--- config.mk ---
export PLATFORM = sky130hd
export DESIGN_NAME = useq_sched
export DESIGN_NICKNAME = d
export VERILOG_FILES = /design/src/rtl/useq_pkg.sv /design/src/rtl/useq_prio.sv /design/src/rtl/useq_thread_ctx.sv /design/src/rtl/useq_csdec.sv /design/src/rtl/useq_sched.sv
export SDC_FILE = /design/constraint.sdc
export NUM_CORES = 1
export LEC_CHECK = 0
export CAP_MARGIN = 40
export CORE_UTILIZATION = 63
export CTS_BUF_LIST = sky130_fd_sc_hd__clkbuf_2 sky130_fd_sc_hd__clkbuf_4 sky130_fd_sc_hd__clkbuf_8
export DETAILED_ROUTE_END_ITERATION = 7
export GPL_TIMING_DRIVEN = 0
export PLACE_DENSITY_LB_ADDON = 0.05
export SLEW_MARGIN = 5
export SYNTH_ARGS = -nofsm -noshare
export SYNTH_HDL_FRONTEND = slang
export SYNTH_SLANG_ARGS = --single-unit
--- constraint.sdc ---
create_clock -name clk_i -period 3.8 [get_ports clk_i]
set_input_delay 0.76 -clock clk_i [delete_from_list [all_inputs] [get_ports clk_i]]
set_output_delay 0.76 -clock clk_i [all_outputs]
set_load 0.005 [all_outputs]
--- src/rtl/useq_pkg.sv ---
package useq_pkg;

  typedef enum logic [2:0] {
    UOP_NEXT  = 3'd0,
    UOP_JUMP  = 3'd1,
    UOP_CJUMP = 3'd2,
    UOP_CALL  = 3'd3,
    UOP_RET   = 3'd4,
    UOP_LDCNT = 3'd5,
    UOP_LOOP  = 3'd6,
    UOP_DISP  = 3'd7
  } uop_e;

  localparam int unsigned NFLAGS    = 5;
  localparam logic [2:0]  CSEL_CNTZ = 3'd5;
  localparam logic [2:0]  CSEL_TRUE = 3'd6;

endpackage

--- src/rtl/useq_prio.sv ---
module useq_prio #(
  parameter int unsigned N  = 3,
  parameter int unsigned IW = 2
) (
  input  logic [N-1:0]  req_i,
  output logic [IW-1:0] idx_o
);

  // highest set index wins; nothing set selects index 0
  always_comb begin
    idx_o = '0;
    for (int i = 0; i < N; i++) begin
      if (req_i[i]) idx_o = IW'(i);
    end
  end

endmodule

--- src/rtl/useq_thread_ctx.sv ---
module useq_thread_ctx #(
  parameter int unsigned AW       = 16,
  parameter int unsigned SD       = 4,
  parameter int unsigned CW       = 8,
  parameter logic [AW-1:0] RST_PC = '0
) (
  input  logic          clk_i,
  input  logic          rst_ni,
  input  logic          act_i,
  input  logic [AW-1:0] pc_d_i,
  input  logic          push_i,
  input  logic [AW-1:0] push_d_i,
  input  logic          pop_i,
  input  logic          cnt_ld_i,
  input  logic [CW-1:0] cnt_d_i,
  input  logic          cnt_dec_i,
  output logic [AW-1:0] pc_o,
  output logic [AW-1:0] tos_o,
  output logic          empty_o,
  output logic          cnt_zero_o
);

  localparam int unsigned SPW = (SD > 1) ? $clog2(SD) : 1;
  localparam int unsigned DW  = SPW + 1;
  localparam logic [DW-1:0] DFULL = DW'(SD);

  logic [AW-1:0]  pc_q;
  logic [AW-1:0]  stk_q [SD];
  logic [SPW-1:0] sp_q,  sp_d;
  logic [DW-1:0]  dep_q, dep_d;
  logic [CW-1:0]  cnt_q, cnt_d;
  logic           sp_en, cnt_en;

  assign empty_o    = (dep_q == '0);
  assign cnt_zero_o = (cnt_q == '0);
  assign tos_o      = stk_q[sp_q - 1'b1];
  assign pc_o       = pc_q;

  // next-state for stack pointer, depth and counter
  always_comb begin
    sp_d   = sp_q;
    dep_d  = dep_q;
    sp_en  = 1'b0;
    if (push_i) begin
      sp_en = 1'b1;
      sp_d  = sp_q + 1'b1;
      dep_d = (dep_q == DFULL) ? dep_q : dep_q + 1'b1;
    end else if (pop_i && !empty_o) begin
      sp_en = 1'b1;
      sp_d  = sp_q - 1'b1;
      dep_d = dep_q - 1'b1;
    end
    cnt_en = cnt_ld_i || (cnt_dec_i && !cnt_zero_o);
    cnt_d  = cnt_ld_i ? cnt_d_i : cnt_q - 1'b1;
  end

  always_ff @(posedge clk_i or negedge rst_ni) begin
    if (!rst_ni) begin
      pc_q  <= RST_PC;
      sp_q  <= '0;
      dep_q <= '0;
      cnt_q <= '0;
    end else begin
      if (act_i)  pc_q  <= pc_d_i;
      if (sp_en)  sp_q  <= sp_d;
      if (sp_en)  dep_q <= dep_d;
      if (cnt_en) cnt_q <= cnt_d;
    end
  end

  // stack storage carries no reset
  always_ff @(posedge clk_i) begin
    if (push_i) stk_q[sp_q] <= push_d_i;
  end

endmodule

--- src/rtl/useq_csdec.sv ---
module useq_csdec #(
  parameter int unsigned AW = 16,
  parameter bit SPLIT       = 1'b1
) (
  input  logic [AW-1:0] addr_i,
  output logic [1:0]    cs_n_o
);

  generate
    if (SPLIT) begin : g_split
      assign cs_n_o = addr_i[AW-1] ? 2'b01 : 2'b10;
    end else begin : g_single
      // one device spans the whole space; top bit leaves on the address bus
      assign cs_n_o = 2'b10;
    end
  endgenerate

endmodule

--- src/rtl/useq_sched.sv ---
module useq_sched
  import useq_pkg::*;
#(
  parameter int unsigned NTHR   = 3,
  parameter int unsigned AW     = 16,
  parameter int unsigned SDEPTH = 4,
  parameter int unsigned CW     = 8,
  parameter int unsigned OPCW   = 4,
  parameter int unsigned STRIDE = 4096,
  parameter bit          PIPE   = 1'b0,
  parameter bit          CS_SPLIT = 1'b1,
  localparam int unsigned TW    = (NTHR > 1) ? $clog2(NTHR) : 1
) (
  input  logic            clk_i,
  input  logic            rst_ni,
  input  logic [NTHR-1:0] thr_req_i,
  input  logic [2:0]      uop_i,
  input  logic [AW-1:0]   utgt_i,
  input  logic [2:0]      csel_i,
  input  logic            cinv_i,
  input  logic [OPCW-1:0] dmask_i,
  input  logic [OPCW-1:0] opcode_i,
  input  logic [4:0]      flags_i,
  output logic [AW-1:0]   uaddr_o,
  output logic [1:0]      cs_n_o,
  output logic [TW-1:0]   thr_o
);

  // reset synchronizer: asynchronous assert, clocked release
  logic [1:0] rsync_q;
  logic       rst_n;
  always_ff @(posedge clk_i or negedge rst_ni) begin
    if (!rst_ni) rsync_q <= 2'b00;
    else         rsync_q <= {rsync_q[0], 1'b1};
  end
  assign rst_n = rsync_q[1];

  // thread arbitration
  logic [TW-1:0] win_thr;
  useq_prio #(.N(NTHR), .IW(TW)) prio_i (.req_i(thr_req_i), .idx_o(win_thr));

  // per-thread state
  logic [AW-1:0] pc_arr  [NTHR];
  logic [AW-1:0] tos_arr [NTHR];
  logic [NTHR-1:0] emp_vec, cz_vec, act_vec;

  // executing microword and its owner
  uop_e            x_op;
  logic [AW-1:0]   x_tgt;
  logic [2:0]      x_csel;
  logic            x_cinv;
  logic [OPCW-1:0] x_mask;
  logic [TW-1:0]   x_thr;
  logic [AW-1:0]   x_addr;
  logic            x_vld;

  // next-address results
  logic [AW-1:0] nxt, inc;
  logic          cond, do_push, do_pop, do_ld, do_dec;
  logic [7:0]    cond_vec;

  always_comb begin
    inc      = x_addr + 1'b1;
    cond_vec = {1'b0, 1'b1, cz_vec[x_thr], flags_i};
    cond     = cond_vec[x_csel] ^ x_cinv;
    nxt      = inc;
    do_push  = 1'b0;
    do_pop   = 1'b0;
    do_ld    = 1'b0;
    do_dec   = 1'b0;
    unique case (x_op)
      UOP_NEXT:  nxt = inc;
      UOP_JUMP:  nxt = x_tgt;
      UOP_CJUMP: nxt = cond ? x_tgt : inc;
      UOP_CALL: begin
        nxt     = x_tgt;
        do_push = 1'b1;
      end
      UOP_RET: begin
        nxt    = emp_vec[x_thr] ? inc : tos_arr[x_thr];
        do_pop = 1'b1;
      end
      UOP_LDCNT: begin
        nxt   = inc;
        do_ld = 1'b1;
      end
      UOP_LOOP: begin
        nxt    = cz_vec[x_thr] ? inc : x_tgt;
        do_dec = 1'b1;
      end
      UOP_DISP:  nxt = x_tgt | AW'(opcode_i & x_mask);
      default:   nxt = inc;
    endcase
  end

  generate
    for (genvar t = 0; t < NTHR; t++) begin : g_thr
      assign act_vec[t] = x_vld && (x_thr == TW'(t));
      useq_thread_ctx #(
        .AW(AW), .SD(SDEPTH), .CW(CW), .RST_PC(AW'(t * STRIDE))
      ) ctx_i (
        .clk_i      (clk_i),
        .rst_ni     (rst_n),
        .act_i      (act_vec[t]),
        .pc_d_i     (nxt),
        .push_i     (act_vec[t] && do_push),
        .push_d_i   (inc),
        .pop_i      (act_vec[t] && do_pop),
        .cnt_ld_i   (act_vec[t] && do_ld),
        .cnt_d_i    (x_tgt[CW-1:0]),
        .cnt_dec_i  (act_vec[t] && do_dec),
        .pc_o       (pc_arr[t]),
        .tos_o      (tos_arr[t]),
        .empty_o    (emp_vec[t]),
        .cnt_zero_o (cz_vec[t])
      );
    end

    if (PIPE) begin : g_pipe
      // control fields registered; the word executes the cycle after its fetch
      logic [2:0]      op_q;
      logic [AW-1:0]   tgt_q;
      logic [2:0]      csel_q;
      logic            cinv_q;
      logic [OPCW-1:0] mask_q;
      logic [TW-1:0]   thr_q;
      logic [AW-1:0]   addr_q;
      logic            vld_q;
      logic [AW-1:0]   issue;

      assign issue = (vld_q && (win_thr == thr_q)) ? nxt : pc_arr[win_thr];

      always_ff @(posedge clk_i or negedge rst_n) begin
        if (!rst_n) begin
          op_q   <= '0;
          tgt_q  <= '0;
          csel_q <= '0;
          cinv_q <= 1'b0;
          mask_q <= '0;
          thr_q  <= '0;
          addr_q <= '0;
          vld_q  <= 1'b0;
        end else begin
          op_q   <= uop_i;
          tgt_q  <= utgt_i;
          csel_q <= csel_i;
          cinv_q <= cinv_i;
          mask_q <= dmask_i;
          thr_q  <= win_thr;
          addr_q <= issue;
          vld_q  <= 1'b1;
        end
      end

      assign x_op   = uop_e'(op_q);
      assign x_tgt  = tgt_q;
      assign x_csel = csel_q;
      assign x_cinv = cinv_q;
      assign x_mask = mask_q;
      assign x_thr  = thr_q;
      assign x_addr = addr_q;
      assign x_vld  = vld_q;
      assign uaddr_o = issue;
      assign thr_o   = win_thr;
    end else begin : g_comb
      // memory answers in the same cycle; the running thread is registered
      logic [TW-1:0] cur_q;
      always_ff @(posedge clk_i or negedge rst_n) begin
        if (!rst_n) cur_q <= '0;
        else        cur_q <= win_thr;
      end

      assign x_op   = uop_e'(uop_i);
      assign x_tgt  = utgt_i;
      assign x_csel = csel_i;
      assign x_cinv = cinv_i;
      assign x_mask = dmask_i;
      assign x_thr  = cur_q;
      assign x_addr = pc_arr[cur_q];
      assign x_vld  = 1'b1;
      assign uaddr_o = pc_arr[cur_q];
      assign thr_o   = cur_q;
    end
  endgenerate

  useq_csdec #(.AW(AW), .SPLIT(CS_SPLIT)) csdec_i (.addr_i(uaddr_o), .cs_n_o(cs_n_o));

endmodule

== After elaboration in Yosys (flattened, before gate mapping) ==
Memories as Yosys holds them, arrays and structs flattened.
Cells that the tools add are included.
W data, S select, Z words.

* $add $sub $neg: 16
* Bitwise gates (word level): 4
* Magnitude comparators: 3
* Equal/unequal tests: 15
* Reductions and logical operators: 46
* Mux-type cells: 53

{| class="wikitable"
|+ Operators by type and width
! operator !! count
|-
| $mux W16 || 7
|-
| $pmux W16 S6 || 1
|-
| $bmux W16 S2 || 2
|-
| $mux W3 || 9
|-
| $logic_not A8 Y1 || 3
|-
| $mux W8 || 3
|-
| $sub A8 B1 Y8 const B || 3
|-
| $eq A3 B3 Y1 const B || 7
|-
| $mux W1 || 20
|-
| $logic_and A1 B1 Y1 || 18
|-
| $add A16 B1 Y16 const B || 1
|-
| $mux W2 || 8
|-
| $or A16 B4 Y16 || 1
|-
| $logic_not A3 Y1 || 4
|-
| $add A3 B1 Y3 const B || 3
|-
| $reduce_and A3 Y1 || 3
|-
| $sub A3 B1 Y3 const B || 3
|-
| $add A2 B1 Y2 const B || 3
|-
| $eq A3 B2 Y1 const B || 2
|-
| $logic_not A1 Y1 || 6
|-
| $ne A2 B2 Y1 const B || 3
|-
| $reduce_and A2 Y1 || 3
|-
| $reduce_bool A2 Y1 || 3
|-
| $sub A2 B1 Y2 const B || 3
|-
| 14 further kinds || 18
|}

* Memories: 3
* Flip-flop bits (word level): 91
* Memory bits (writable): 192
* Output and inout port bits: 20
* Input bits: 41

{| class="wikitable"
|+ Memory list
! name !! depth !! width !! read ports !! clocked after Yosys merged registers in !! wr ports !! line !! source
|-
| g_thr[0].ctx_i.stk_q || 4 || 16 || 1 || 0 || 1 || useq_thread_ctx.sv:28 || <nowiki>logic [AW-1:0] stk_q [SD];</nowiki>
|-
| g_thr[1].ctx_i.stk_q || 4 || 16 || 1 || 0 || 1 || useq_thread_ctx.sv:28 ||
|-
| g_thr[2].ctx_i.stk_q || 4 || 16 || 1 || 0 || 1 || useq_thread_ctx.sv:28 ||
|}

== Depth between registers and ports, before layout ==
* Depth in word-level cells: 8
* Mapped depth: 13

== Modules after synthesis ==
Synthesis repeated with hierarchy kept, for this count alone.

* Cells, all modules: 920
* Area total of the unflattened synthesis: 13336.5 µm²

{| class="wikitable"
|+ By module, submodules not included
! module !! seq. area each (µm²) !! instances !! area each (µm²) !! cells an instance
|-
| useq_thread_ctx (g_thr[0].ctx_i) || 2647.5 || 1 || 3847.4 || 227
|-
| useq_thread_ctx (g_thr[1].ctx_i) || 2648.8 || 1 || 3816.2 || 218
|-
| useq_thread_ctx (g_thr[2].ctx_i) || 2648.8 || 1 || 3801.1 || 217
|-
| useq_sched || 100.1 || 1 || 1839.3 || 254
|-
| useq_prio || 0.0 || 1 || 21.3 || 2
|-
| useq_csdec || 0.0 || 1 || 11.3 || 2
|}

== Worst setup path before layout ==
Ideal clock, no wire load.

* Path kind: register -> register
* From: register g_thr[0].ctx_i.sp_q[0]
* To: register g_thr[0].ctx_i.pc_q[0]
* Arrival: 3.299 ns
* Clock period less this slack: 3.440 ns
* Path buffers: 4
* Path slack: 0.360 ns
* Stages on the path, launching flop included: 12
* Cell sequence: dfrtp_1 > clkbuf_1 > buf_2 > inv_1 > ha_1 > clkbuf_1 > clkbuf_1 > mux4_2 > a22oi_1 > a21oi_1 > a2111oi_1 > o21ai_0

* Longest elaborated chain between the ends: 7

{| class="wikitable"
|+ RTL lines
! what !! line !! source
|-
| start, declared || useq_thread_ctx.sv:29 || <nowiki>logic [SPW-1:0] sp_q, sp_d;</nowiki>
|-
| start signal, assigned || useq_thread_ctx.sv:65 || <nowiki>if (sp_en) sp_q <= sp_d;</nowiki>
|-
| $sub A2 B1 Y2 || useq_thread_ctx.sv:36 || <nowiki>assign tos_o = stk_q[sp_q - 1'b1];</nowiki>
|-
| $mem_v2 Z4 W16 || n/a ||
|-
| $bmux W16 S2 || useq_sched.sv:80 || <nowiki>nxt = emp_vec[x_thr] ? inc : tos_arr[x_thr];</nowiki>
|-
| $mux W16 (not written as such) (2 in series) || useq_sched.sv:80 ||
|-
| $mux W16 || useq_sched.sv:80 ||
|-
| $pmux W16 S6 || useq_sched.sv:71 || <nowiki>unique case (x_op)</nowiki>
|-
| end signal, assigned || useq_thread_ctx.sv:64 || <nowiki>if (act_i) pc_q <= pc_d_i;</nowiki>
|-
| end, declared || useq_thread_ctx.sv:27 || <nowiki>logic [AW-1:0] pc_q;</nowiki>
|}

No other way between the ends. The select of a mux whose other input is x is not followed.
A chain may end at the register's enable or synchronous reset.

== Worst setup path after layout ==
* From: register g_comb.cur_q[0] (netlist: thr_o[0])
* To: output uaddr_o[15]

* Longest elaborated chain between the ends: 4

{| class="wikitable"
|+ RTL lines
! what !! line !! source
|-
| start, declared || useq_sched.sv:167 || <nowiki>logic [TW-1:0] cur_q;</nowiki>
|-
| start signal, assigned || useq_sched.sv:170 || <nowiki>else cur_q <= win_thr;</nowiki>
|-
| $not A2 Y3 (not written as such) || useq_sched.sv:181 || <nowiki>assign uaddr_o = pc_arr[cur_q];</nowiki>
|-
| $bmux W16 S2 || useq_sched.sv:181 ||
|-
| $mux W16 (not written as such) (2 in series) || useq_sched.sv:181 ||
|-
| end, declared || useq_sched.sv:24 || <nowiki>output logic [AW-1:0] uaddr_o,</nowiki>
|}

No other way between the ends. The select of a mux whose other input is x is not followed.

==> results by group <==
Synth
  – Seq/Total Area, Yosys: between 60% and 70%
  – Post-synthesis async set-or-reset flop share: between 30% and 40%
  – Ys flop type: edfxtp_1
  – Syn Inst Count: between 1000 and 1500
  – Leading area contributor after synthesis: edfxtp_1
  – Post-Syn Area: about 0.013 mm^2
  – Largest cells by area after synthesis: edfxtp_1 (43%), dfrtp_1 (17%), mux4_2 (6.8%)
  – Syn Nets: 1074
  – Synth warn: 0
  – #FFs+latches synth: ~280
  – Synth cell types: between 70 and 80
  – Post-synth EDFFs: about 190
  – Yosys top cell area share: 43.5%
  – Syn avg cell area: between 10 and 15 um^2

Floorplan
  – Die width: roughly 150 um
  – Die extent in y: approximately 150 um
  – Core Box Area: 0.0204 mm^2
  – Rows: 52
  – Initial Utilization: 64.9%
  – Num ports: between 60 and 70
  – Die Footprint: 0.0216 mm^2

Pwr
  – Final Power: between 9000 and 10000 uW
  – Worst VDD drop: approximately 0.00046 V
  – PwrDens: 640 mW/mm^2
  – Combinational power share: between 30% and 40%
  – Internal: about 6600 uW
  – Sw power: around 3300 uW
  – Leakage: about 0.0057 uW
  – Switching part of the total: approximately 34%
  – Clock Power Share: between 20% and 30%
  – Sequential share of power: between 40% and 50%

Detailed routing
  – First-pass DRT Iterations: 5
  – DRT antenna net count: 0
  – Vias/cell: roughly 6.5
  – Drt drc: 0
  – Post-Route WL: between 30 and 40 mm
  – DRT iter0 DRCs: 903
  – Via Count: around 9500
  – Wire length per cell: 24.2 um

Setup path
  – CP required: 3.04 ns
  – Arr. time, crit path: between 2 and 3 ns
  – Critical setup path kind: reg2out
  – Crit end category: primary output
  – Startpoint Class: flip-flop
  – CP Max Fanout: 10

Timing
  – Fin crit period: 3.69 ns
  – F_max: between 200 and 300 MHz
  – Final hold viol count: 0
  – Max-slew violations: 0
  – Slew @ Worst Pin: approximately 0.9 ns
  – Rel. slew slack: 38.3%
  – Finish-stage setup viols: 0
  – Fin crit share: 97.1%
  – Skew final: about 0.039 ns
  – Final Hold Slack: between 0.3 and 0.4 ns
  – Setup TNS: 0 ns

Global routing
  – Gr usage total: between 30% and 40%
  – First-pass GRT wire length: ~53 mm
  – Initial antenna violation count: 0
  – Largest net degree at the start of global routing: 53
  – GRT overflow: 0
  – Vias in the first global route: 9165

Run status
  – Status: finished, final reports clean

Final layout
  – Layout cells sized above 1: approximately 17%
  – Synthesis-to-finish area growth: 16.9%
  – # fillers: between 1000 and 1500
  – # diodes: 0
  – Final Util: between 70 and 80%
  – # nets final: between 1000 and 1500
  – Final cell count without fillers: 1450
  – Commonest non-fill, non-tap cell in the layout: edfxtp_1
  – Most frequent cells in the layout: edfxtp_1 (192), nor2_1 (92), dfrtp_1 (88), nand2_1 (74), clkdlybuf4s50_1 (56)

Worst hold path
  – HP Class: reg2async

Clocking
  – Sink Count: 283
  – Register clock-pin slew on the reported worst setup and hold paths: ~0.06 ns
  – Clk_lat worst skew: about 0.58 ns
  – # hold bufs at CTS: 0
  – Number of buffers created by CTS: 44
  – Root Buffer: clkbuf_8
  – TritonCTS clock tree: yes
  – Maximum buffer depth of the clock tree: 3
  – H-Tree Depth: 2

Placement
  – Hpwl dp: around 25 mm
  – Final RePlAce weighted congestion: between 0.9 and 1
  – Port buffer count: 56
  – Placed cell count: about 1400

Job
  – Max cap viols: 0
critical path, stage by stage (launching register included):
cell	delay (ns)
dfrtp_1	0.53
buf_2	0.32
buf_4	0.27
buf_2	0.29
nor2_1	0.10
a21oi_2	0.20
inv_1	0.08
buf_4	0.13
clkdlybuf4s50_1	0.43
synthesized netlist by cell type (all sizes together) (4+ instances only):
cell type	count
edfxtp	192
nor2	92
dfrtp	89
nand2	74
a21oi	54
mux2i	45
mux4	40
o21ai	37
inv	34
clkbuf	30
buf	20
ha	19
a31oi	18
nand3	18
o2bb2ai	16
and2	15
nor3	15
xor2	14
nor4	12
nand2b	11
o31ai	11
o22ai	10
xnor2	10
a32oi	9
mux2	8
nor2b	8
o211ai	8
a22oi	7
o221ai	6
o311ai	6
a221o	5
nand4	5
o21a	5
a2111oi	4
a21o	4
nor3b	4
or4	4
area by class of cell:
| class | instances | area, um^2 | share of cell area [%] |
|---|---|---|---|
| tap | 270 | 338 | 2.18 |
| sequential | 283 | 8050 | 51.9 |
| clock inverter | 16 | 111 | 0.718 |
| multi-input combinational | 644 | 4950 | 31.9 |
| clock buffer | 64 | 756 | 4.87 |
| buffer | 50 | 256 | 1.65 |
| inverter | 34 | 128 | 0.823 |
| timing repair buffer | 89 | 918 | 5.92 |
layer usage:
layer	up-vias	track usage, %	share of wire, %	wire [um]
met1	4712	44.2	39	13600
met4	0	15.2	3.5	1240
li1	4153	-	-	-
met3	94	6.46	8.6	3020
met2	493	53.2	49	17100
met5	-	0	0	0
sequential cells by signal (all words and copies together) (netlist names):
signal,count
g_thr.ctx_i.stk_q,192
g_thr.ctx_i.pc_o,48
g_thr.ctx_i.cnt_q,24
g_thr.ctx_i.dep_q,9
g_thr.ctx_i.sp_q,6
rsync_q,2
thr_o,2
path summary, 6_finish.rpt:
kind                                   startpoint                     end  slack [ns]  depth (start not counted)
max reg2reg                g_thr[0].ctx_i.sp_q[0]  g_thr[0].ctx_i.pc_o[1]        0.16                         13
min in group clk_i                     rsync_q[0]              rsync_q[1]        0.34                          0
max in group asynchronous              rsync_q[1]  g_thr[2].ctx_i.pc_o[8]        2.82                          1
min                                    rsync_q[1]  g_thr[2].ctx_i.sp_q[1]        0.32                          0
min reg2reg                            rsync_q[1]  g_thr[2].ctx_i.sp_q[1]        0.32                          0
max                                      thr_o[0]             uaddr_o[15]        0.11                          8
cells by family after synthesis:
family	Yosys count	synth area share, %
muxes	93	10.9
DFF	283	60.7
AOI/OAI and AO/OA	232	12.4
other	1	0.0283
xor gates and xnor gates	24	1.59
and+or+nand+nor	272	9.65
buffers and inverters	84	2.57
adders and majority gates	22	2.25
power by group through the flow:
stage	Combinational, uW	Clock [uW]	Sequential [uW]
2_1_floorplan	2110	0	4070
3_3_place_gp	2970	0	4140
3_5_place_dp	3170	0	4140
4_1_cts	3220	2560	4090
5_1_grt	3540	2690	4140
6_report	3300	2530	4090
timing repair:
action,4_1_cts,5_1_grt
buffers inserted,0,3
endpoints found under the setup margin,59,24
pin swaps,0,1
gates resized for setup,18,20
per-stage QoR:
| stage | area [um^2] | setup WS (ns) |
|---|---|---|
| 3_5_place_dp | 14500 | -0.726 |
| 6_report | 15500 | 0.109 |
| 4_1_cts | 15400 | 0.00116 |
| 5_1_grt | 15500 | -0.0107 |
| 2_1_floorplan | 13300 | 0.360 |
| 3_3_place_gp | 14200 | -1.04 |
Power figures use the tool's default switching activity.
